## src/rtl/asm_seq_pkg.sv

```systemverilog
// Package: shared codes and state type for the static memory sequencer.
// Assumes a 3-bit device-type field; codes at or above 3'b100 are unsupported.
package asm_seq_pkg;
    localparam int TYPE_W = 3;
    typedef logic [TYPE_W-1:0] dev_t;

    localparam dev_t DEV_ROM    = 3'b000;
    localparam dev_t DEV_SRAM   = 3'b001;
    localparam dev_t DEV_BURST4 = 3'b010;
    localparam dev_t DEV_BURST8 = 3'b011;

    typedef enum logic [1:0] {
        ST_IDLE = 2'd0,
        ST_BEAT = 2'd1,
        ST_FIN  = 2'd2
    } seq_state_t;

    // True for the device codes this sequencer can time.
    function automatic logic dev_supported(input dev_t t);
        return t[TYPE_W-1] == 1'b0;
    endfunction
endpackage

```

## src/rtl/asm_beat_timer.sv

```systemverilog
// Beat timer: counts cycles inside each beat and beats inside a transfer.
// Picks each beat's length from device type, direction and beat index.
// Assumes its configuration inputs stay stable while active is high.
module asm_beat_timer
    import asm_seq_pkg::*;
#(
    parameter int CNT_W  = 4,
    parameter int BEAT_W = 3
) (
    input  logic              clk,
    input  logic              rst_n,
    input  logic              start,
    input  logic              active,
    input  dev_t              dev_type,
    input  logic              is_write,
    input  logic [CNT_W-1:0]  first_lat,
    input  logic [CNT_W-1:0]  next_lat,
    input  logic [BEAT_W-1:0] last_idx,
    output logic [CNT_W:0]    cyc_cnt,
    output logic [BEAT_W-1:0] beat_idx,
    output logic              beat_end,
    output logic              last_end
);
    localparam int LEN_W = CNT_W + 1;

    logic [LEN_W-1:0] len_first;
    logic [LEN_W-1:0] len_next;
    logic [LEN_W-1:0] len_wr_sram;
    logic [LEN_W-1:0] beat_len;

    // Candidate beat lengths in cycles.
    always_comb begin
        len_first   = {1'b0, first_lat} + LEN_W'(1);
        len_next    = {1'b0, next_lat} + LEN_W'(1);
        len_wr_sram = {1'b0, next_lat} + LEN_W'(2);
    end

    // Select the length of the current beat.
    always_comb begin
        beat_len = len_first;
        if (is_write) begin
            beat_len = (dev_type == DEV_SRAM) ? len_wr_sram : len_first;
        end else begin
            case (dev_type)
                DEV_BURST4: beat_len = (beat_idx[1:0] == 2'b00) ? len_first : len_next;
                DEV_BURST8: beat_len = (beat_idx == '0) ? len_first : len_next;
                default:    beat_len = len_first;
            endcase
        end
    end

    // End-of-beat and end-of-transfer flags.
    always_comb begin
        beat_end = active && (cyc_cnt == beat_len - LEN_W'(1));
        last_end = beat_end && (beat_idx == last_idx);
    end

    // Cycle and beat counters.
    always_ff @(posedge clk) begin
        if (!rst_n) begin
            cyc_cnt  <= '0;
            beat_idx <= '0;
        end else if (start) begin
            cyc_cnt  <= '0;
            beat_idx <= '0;
        end else if (beat_end) begin
            cyc_cnt  <= '0;
            beat_idx <= beat_idx + BEAT_W'(1);
        end else if (active) begin
            cyc_cnt  <= cyc_cnt + LEN_W'(1);
        end
    end
endmodule

```

## src/rtl/asm_gap_guard.sv

```systemverilog
// Gap guard: after a transfer, holds off requests to a different space
// for a programmed number of cycles. The same space is always allowed.
module asm_gap_guard #(
    parameter int CNT_W   = 4,
    parameter int SPACE_W = 2
) (
    input  logic               clk,
    input  logic               rst_n,
    input  logic               load,
    input  logic [CNT_W-1:0]   gap_val,
    input  logic [SPACE_W-1:0] load_space,
    input  logic [SPACE_W-1:0] req_space,
    output logic               space_ok
);
    logic [CNT_W-1:0]   gap_cnt;
    logic [SPACE_W-1:0] last_space;

    // Load the gap at transfer end, then count it down to zero.
    always_ff @(posedge clk) begin
        if (!rst_n) begin
            gap_cnt    <= '0;
            last_space <= '0;
        end else if (load) begin
            gap_cnt    <= gap_val;
            last_space <= load_space;
        end else if (gap_cnt != '0) begin
            gap_cnt    <= gap_cnt - CNT_W'(1);
        end
    end

    // A request may go once the gap has expired or when it targets the same space.
    always_comb begin
        space_ok = (gap_cnt == '0) || (req_space == last_space);
    end
endmodule

```

## src/rtl/asm_timing_seq.sv

```systemverilog
// Top: timing sequencer for one asynchronous static memory region.
// Accepts one request at a time, captures the configuration, drives
// cs_n/oe_n/we_n and the beat address, and enforces the release gap.
// Assumes req_* stay stable while req_valid is high and not yet accepted.
module asm_timing_seq
    import asm_seq_pkg::*;
#(
    parameter int ADDR_W  = 16,
    parameter int SPACE_W = 2,
    parameter int CNT_W   = 4,
    parameter int BEAT_W  = 3
) (
    input  logic               clk,
    input  logic               rst_n,
    input  logic [2:0]         cfg_type,
    input  logic [CNT_W-1:0]   cfg_first,
    input  logic [CNT_W-1:0]   cfg_next,
    input  logic [CNT_W-1:0]   cfg_gap,
    input  logic               req_valid,
    output logic               req_ready,
    input  logic               req_write,
    input  logic [BEAT_W-1:0]  req_len,
    input  logic [SPACE_W-1:0] req_space,
    input  logic [ADDR_W-1:0]  req_addr,
    output logic               cs_n,
    output logic               oe_n,
    output logic               we_n,
    output logic [ADDR_W-1:0]  mem_addr,
    output logic               rd_valid,
    output logic               done,
    output logic               err
);
    seq_state_t         state;
    dev_t               type_q;
    logic               write_q;
    logic               err_q;
    logic [CNT_W-1:0]   first_q;
    logic [CNT_W-1:0]   next_q;
    logic [CNT_W-1:0]   gap_q;
    logic [SPACE_W-1:0] space_q;
    logic [ADDR_W-1:0]  addr_q;
    logic [BEAT_W-1:0]  last_q;

    logic               space_ok;
    logic               accept;
    logic               start;
    logic               active;
    logic [CNT_W:0]     cyc_cnt;
    logic [BEAT_W-1:0]  beat_idx;
    logic               beat_end;
    logic               last_end;
    logic               gap_load;

    // Handshake and control decode.
    always_comb begin
        req_ready = (state == ST_IDLE) && space_ok;
        accept    = req_valid && req_ready;
        start     = accept && dev_supported(cfg_type);
        active    = (state == ST_BEAT);
        gap_load  = (state == ST_FIN) && !err_q;
    end

    // Sequencer state and request capture.
    always_ff @(posedge clk) begin
        if (!rst_n) begin
            state   <= ST_IDLE;
            type_q  <= DEV_ROM;
            write_q <= 1'b0;
            err_q   <= 1'b0;
            first_q <= '0;
            next_q  <= '0;
            gap_q   <= '0;
            space_q <= '0;
            addr_q  <= '0;
            last_q  <= '0;
        end else begin
            case (state)
                ST_IDLE: begin
                    if (accept) begin
                        type_q  <= cfg_type;
                        write_q <= req_write;
                        first_q <= cfg_first;
                        next_q  <= cfg_next;
                        gap_q   <= cfg_gap;
                        space_q <= req_space;
                        addr_q  <= req_addr;
                        last_q  <= (req_write && cfg_type != DEV_SRAM) ? '0 : req_len;
                        err_q   <= !dev_supported(cfg_type);
                        state   <= dev_supported(cfg_type) ? ST_BEAT : ST_FIN;
                    end
                end
                ST_BEAT: begin
                    if (last_end) begin
                        state <= ST_FIN;
                    end
                end
                default: begin
                    state <= ST_IDLE;
                end
            endcase
        end
    end

    asm_beat_timer #(
        .CNT_W  (CNT_W),
        .BEAT_W (BEAT_W)
    ) i_timer (
        .clk       (clk),
        .rst_n     (rst_n),
        .start     (start),
        .active    (active),
        .dev_type  (type_q),
        .is_write  (write_q),
        .first_lat (first_q),
        .next_lat  (next_q),
        .last_idx  (last_q),
        .cyc_cnt   (cyc_cnt),
        .beat_idx  (beat_idx),
        .beat_end  (beat_end),
        .last_end  (last_end)
    );

    asm_gap_guard #(
        .CNT_W   (CNT_W),
        .SPACE_W (SPACE_W)
    ) i_gap (
        .clk        (clk),
        .rst_n      (rst_n),
        .load       (gap_load),
        .gap_val    (gap_q),
        .load_space (space_q),
        .req_space  (req_space),
        .space_ok   (space_ok)
    );

    // Bus strobes, beat address and completion outputs.
    always_comb begin
        cs_n     = !active;
        oe_n     = !(active && !write_q);
        we_n     = !(active && write_q &&
                     (type_q != DEV_SRAM || cyc_cnt <= {1'b0, next_q}));
        mem_addr = addr_q + ADDR_W'(beat_idx);
        rd_valid = active && !write_q && beat_end;
        done     = (state == ST_FIN);
        err      = (state == ST_FIN) && err_q;
    end
endmodule

```

## config.mk

```make
export PLATFORM = sky130hd
export DESIGN_NAME = asm_timing_seq
export DESIGN_NICKNAME = d
export VERILOG_FILES = /design/src/rtl/asm_seq_pkg.sv /design/src/rtl/asm_beat_timer.sv /design/src/rtl/asm_gap_guard.sv /design/src/rtl/asm_timing_seq.sv
export SDC_FILE = /design/constraint.sdc
export NUM_CORES = 1
export LEC_CHECK = 0
export ABC_AREA = 0
export BUFFER_PORTS_ARGS = -buffer_cell sky130_fd_sc_hd__buf_2
export CAP_MARGIN = 25
export CORE_ASPECT_RATIO = 2
export CORE_MARGIN = 10
export CORE_UTILIZATION = 50
export CTS_CLUSTER_SIZE = 28
export DETAILED_ROUTE_END_ITERATION = 12
export GPL_TIMING_DRIVEN = 1
export PLACE_DENSITY_LB_ADDON = 0.1
export SYNTH_ARGS = -nofsm -noshare
export SYNTH_HDL_FRONTEND = slang
export SYNTH_SLANG_ARGS = --single-unit
```

## constraint.sdc

```tcl
create_clock -name clk -period 2.8 [get_ports clk]
set_input_delay 0.56 -clock clk [delete_from_list [all_inputs] [get_ports clk]]
set_output_delay 0.56 -clock clk [all_outputs]
set_load 0.02 [all_outputs]
```

# Yosys cells after proc, flatten, opt, wreduce, memory -nomap -nowiden
# Index checks and enable logic that the tools add are counted.
op_classes:
  n_addsub: 8
  multipliers: 0
  div_mod_pow: 0
  magnitude_cmp: 1
  n_eq_ne: 12
  shifts: 0
  mux: 12
  bitwise: 2
  reduce_logical: 29
ops:
  columns: ["op", "n"]
  rows:
  - ["$mux W5", 4]
  - ["$add A16 B3 Y16", 1]
  - ["$logic_and A1 B1 Y1", 12]
  - ["$add A4 B1 Y5 const B", 2]
  - ["$pmux W5 S2", 1]
  - ["$mux W4", 2]
  - ["$eq A3 B2 Y1 const B", 2]
  - ["$mux W2", 3]
  - ["$ne A3 B1 Y1 const B", 2]
  - ["$add A4 B2 Y5 const B", 1]
  - ["$add A5 B1 Y5 const B", 1]
  - ["$eq A5 B5 Y1", 1]
  - ["$le A5 B4 Y1", 1]
  - ["$logic_not A1 Y1", 5]
  - ["$sub A5 B1 Y5 const B", 1]
  - ["$logic_not A2 Y1", 2]
  - ["$logic_not A4 Y1", 1]
  - ["$pmux W2 S2", 1]
  - ["$reduce_and A2 Y1", 2]
  - ["$reduce_bool A4 Y1", 1]
  - ["$sub A4 B1 Y4 const B", 1]
  - ["$add A3 B1 Y3 const B", 1]
  - ["$eq A3 B1 Y1 const B", 1]
  - ["$eq A3 B3 Y1", 1]
  - ["12 further kinds", 14]
totals:
  register_bits: 54
  latch_bits: 0
  mem_bits_rw: 0
  rom_bits: 0
  inputBits: 40
  out_inout_bits: 23
  word_cells: 78
  mem_count: 0

# Longest topological paths before layout
logic_depth:
  depth_word: 10
  depth_mapped: 10
  depth_no_buf: 10

# By module
# A second synthesis with hierarchy kept.
unflattened:
  hier_cells: 393
  hier_area_um2: 3368.2
modules_own_cells:
  columns: ["module", "instances", "cells_per_inst", "area_per_inst_um2", "seq_area_each_um2"]
  rows:
  - ["asm_timing_seq", 1, 242, 2018.2, 780.7]
  - ["asm_beat_timer", 1, 117, 1026.0, 160.2]
  - ["asm_gap_guard", 1, 34, 324.1, 120.1]

# Worst setup path after synthesis
# Ideal clock, no wire load.
synth_path:
  path_kind: "register to output"
  startpoint: "register i_timer.beat_idx[1]"
  endpoint: "output rd_valid"
  t_arrival_ns: 2.779
  t_required_ns: 2.240
  setup_slack_ns: -0.539
  stages_incl_launch_ff: 11
  n_path_buf: 0
  cell_sequence: "dfxtp_1 -> inv_1 -> ha_1 -> a21bo_2 -> nand2_1 -> a311o_1 -> nor3b_4 -> xnor2_1 -> or3_4 -> a211oi_4 -> nor2b_1"
synth_between:
  elab_chain_len: 8
synth_rtl:
  columns: ["element", "line_no", "rtl"]
  rows:
  - ["from (decl)", "asm_beat_timer.sv:20", "output logic [BEAT_W-1:0] beat_idx,"]
  - ["from (signal assigned)", "asm_beat_timer.sv:68", "beat_idx <= beat_idx + BEAT_W'(1);"]
  - ["$logic_not A3 Y1 / $logic_not A2 Y1 (equally long branches)", "asm_beat_timer.sv:46, asm_beat_timer.sv:45", null]
  - ["$mux W5 (on tied branches)", "asm_beat_timer.sv:46, asm_beat_timer.sv:45", null]
  - ["$pmux W5 S2 (*)", "asm_beat_timer.sv:44", "case (dev_type)"]
  - ["$mux W5 (*)", "asm_beat_timer.sv:41", "if (is_write) begin"]
  - ["$sub A5 B1 Y5 (*)", "asm_beat_timer.sv:54", "beat_end = active && (cyc_cnt == beat_len - LEN_W'(1));"]
  - ["$eq A5 B5 Y1 (*)", "asm_beat_timer.sv:54", null]
  - ["$logic_and A1 B1 Y1 (*)", "asm_beat_timer.sv:54", null]
  - ["$logic_and A1 B1 Y1 (*)", "asm_timing_seq.sv:143", "rd_valid = active && !write_q && beat_end;"]
  - ["to (decl)", "asm_timing_seq.sv:29", "output logic rd_valid,"]
# Every way passes the cells marked *; elsewhere a longest branch is shown, timed or not.

# Worst setup path in the final report
layout_path:
  startpoint: "register i_timer.beat_idx[0]"
  endpoint: "output rd_valid"
# Same word-level chain as after synthesis.

==> qor.txt <==
H-tree depth: 2
Peak fanout along the critical path: 4
Starting Density: 0.519
Setup ws final: -0.507 ns
Clock Latency Late Sink: 0.29 ns
Clock slew at reported path FFs: 0.07 ns
Nets: 519
EDFF count, synth: 0
Req. time, crit path: 2.24 ns
Post-CTS Hold Buffers: 0
Sequential share of the synthesized area: 0.338
Hold Crit Class: reg -> reg
Area Overhead vs Synth: 25.3%
Power Density: 755 nW/um^2
Layout Cells excl Fill: 548
Netlist cell types: 54
Final GP Congestion: 0.959
Num rows: 40
GR Util All Layers: 0.158
Max VDD drop: 0.604 mV
FF+latch count, synth: 53
DP HPWL: 6.17 mm
Pre-CTS worst setup slack: -0.281 ns
Async SR Flop Fraction: 0
DR vias/cell: 5.13
Leak pwr: 1.65 nW
Status: finished with violations
Pins Over Slew Limit: 0
Routed WL: 7.78 mm
Setup_tns: -0.507 ns
Average wire per standard cell: 14.2 microns
Synthesized area per cell: 8.22 sq um
Minimum clock period: 3.31 ns
Drt initial violations: 140
Die ar.: 10000 sq um
RSZ-0062 raised after global routing: true
YS warnings: 0
Hold_ws: 0.465 ns
Worst Setup End Kind: output pin
Core Area: 6060 sq um
Gr ovfl total: 0
Die width: 76.0 microns
Ratio of cells with drive above 1 in the final layout: 0.280
Area leader, netlist: dfxtp_1
Via count: 2812
Relative slew slack: 0.726
Mapped Area: 3140 sq um
CTS Buf Count: 5
Slew at the pin with the worst max-slew slack: 0.410 ns
Final setup violation count: 1
Post-route cell area: 3930 sq um
CTS tree: done
CTS root buffer: clkbuf_16
Post-synth net total: 438
Global-route wire length before repair: 13.2 mm
Placed inst area: 3700 sq um
Die Ht: 132 microns
Vias in the first global route: 2923
Syn Inst Count: 382
Clock Tree Buf Depth: 2
Total inserted antenna cells: 0
ANT nets after route: 0
Failing checks: negative setup slack
Final worst path period share: 1.18
Max Cap Violations: 0
Pin count of the biggest net entering global routing: 29
Worst EP arrival: 2.75 ns
Hold Vio Cnt, Final: 0
Fmax: 0.302 GHz
Dominant synthesized flop cell: dfxtp_1
Area contributors post-synth: dfxtp_1, nand2_1, a21boi_0
Startpoint types: flop
Clock skew: 0.00579 ns
Critical setup path kind: reg -> out
Num ports: 63
Placed cells: 539
CTS Sinks: 53
# DRC: 0
Top cell type's share of synthesized area: 0.338
Drt first pass iters: 4
Buffers on Ports: 62
R2r setup slk: 0.16 ns
Initial antenna violation count: 0
-- cells in the mapped netlist (4+ instances only) --
master,number
xor2_1,13
a21oi_1,11
a21boi_0,37
xnor2_1,20
o21ai_0,6
nand3_1,12
inv_1,16
nand2_1,92
nand2b_1,6
and2_1,5
nor2b_1,8
dfxtp_1,53
nor2_1,10
clkbuf_1,11
nor3_1,13
nand4_1,4
mux2i_1,7
ha_1,15
-- layout by cell type, fill, tap and decap left out, types with 5 or more instances in the layout --
master / synthesis / routed
buf_2: 0 / 59
nand2b_1: 6 / 6
xnor2_1: 20 / 20
dfxtp_1: 53 / 49
ha_1: 15 / 13
nand2_1: 92 / 91
clkbuf_16: 0 / 5
inv_1: 16 / 15
nor3_1: 13 / 11
a21oi_1: 11 / 9
nor2_1: 10 / 10
nand3_1: 12 / 12
and2_1: 5 / 5
buf_4: 1 / 30
nor2b_1: 8 / 7
a21boi_0: 37 / 36
mux2i_1: 7 / 7
xor2_1: 13 / 12
-- path summary, 6_finish.rpt --
kind | start | endpoint | cells past startpoint
hold / removal | gap_q[0]$_SDFFE_PN0P_ | gap_q[0]$_SDFFE_PN0P_ | 2
hold reg to reg | gap_q[0]$_SDFFE_PN0P_ | gap_q[0]$_SDFFE_PN0P_ | 2
setup reg to reg | i_timer.beat_idx[0]$_SDFFE_PP0P_ | i_timer.beat_idx[0]$_SDFFE_PP0P_ | 11
setup / recovery | i_timer.beat_idx[0]$_SDFFE_PP0P_ | rd_valid | 11
-- flip-flops by register name, indices dropped and copies added (netlist names) --
| register | flops |
|---|---|
| addr_q | 16 |
| first_q | 4 |
| gap_q | 4 |
| i_gap.gap_cnt | 4 |
| i_gap.last_space | 2 |
| i_timer.beat_idx | 3 |
| i_timer.cyc_cnt | 5 |
| last_q | 3 |
| next_q | 4 |
| space_q | 2 |
| state | 2 |
| type_q | 3 |
| write_q | 1 |
-- metal layers --
layer | vias up | global-route usage | routed length, microns | part of all wire
met1 | 1284 | 0.155 | 3020 | 0.39
met5 | - | 0 | 0 | 0
met2 | 57 | 0.283 | 4090 | 0.52
met3 | 17 | 0.0444 | 402 | 0.052
li1 | 1454 | - | - | -
met4 | 0 | 0.0911 | 273 | 0.035
-- kinds of logic (layout without fill, tap and decap cells) --
group	Yosys count	after routing	share of synthesized area
compound gates	72	72	0.171
xor+xnor	33	33	0.0920
fa+ha+maj	16	16	0.0661
buf+inv	32	114	0.0442
flops	53	53	0.338
mux	8	8	0.0259
simple gates	168	168	0.263
-- timing repair --
action                     in CTS  in global routing
resized for setup              11                  7
setup endpoints to repair       4                 17
buffers inserted                1                  0
pin swaps                       4                  3
-- metrics by stage --
step,utilization,power (mW)
floorplan,-,1.92
global placement,0.611,2.30
detailed placement,0.611,2.33
CTS,0.646,2.99
global route,0.650,3.20
finish,0.650,2.97
-- critical path, cell delays in order, from the launching register on --
cell,delay [ns]
dfxtp_2,0.32
inv_1,0.07
ha_1,0.17
a21bo_2,0.26
and4_1,0.19
a311o_1,0.28
nor3b_4,0.17
xnor2_1,0.14
or3_4,0.35
a211oi_4,0.22
nor2b_4,0.17
buf_6,0.12
-- power breakdown --
group          switching [mW]  internal (mW)  total (mW)
Clock                   0.270          0.379       0.649
Sequential              0.134          0.903        1.04
Combinational           0.725          0.560        1.28
-- area by class of cell --
type	instances	area (sq um)
flip-flops and latches	53	1070
repair buffers	90	532
inverters	16	60.1
fillers	564	2120
multi-input cells	297	2010
well taps	84	105
clock inverters	1	5.00
clock buffers	7	153
(Power assumes the default switching activity.)
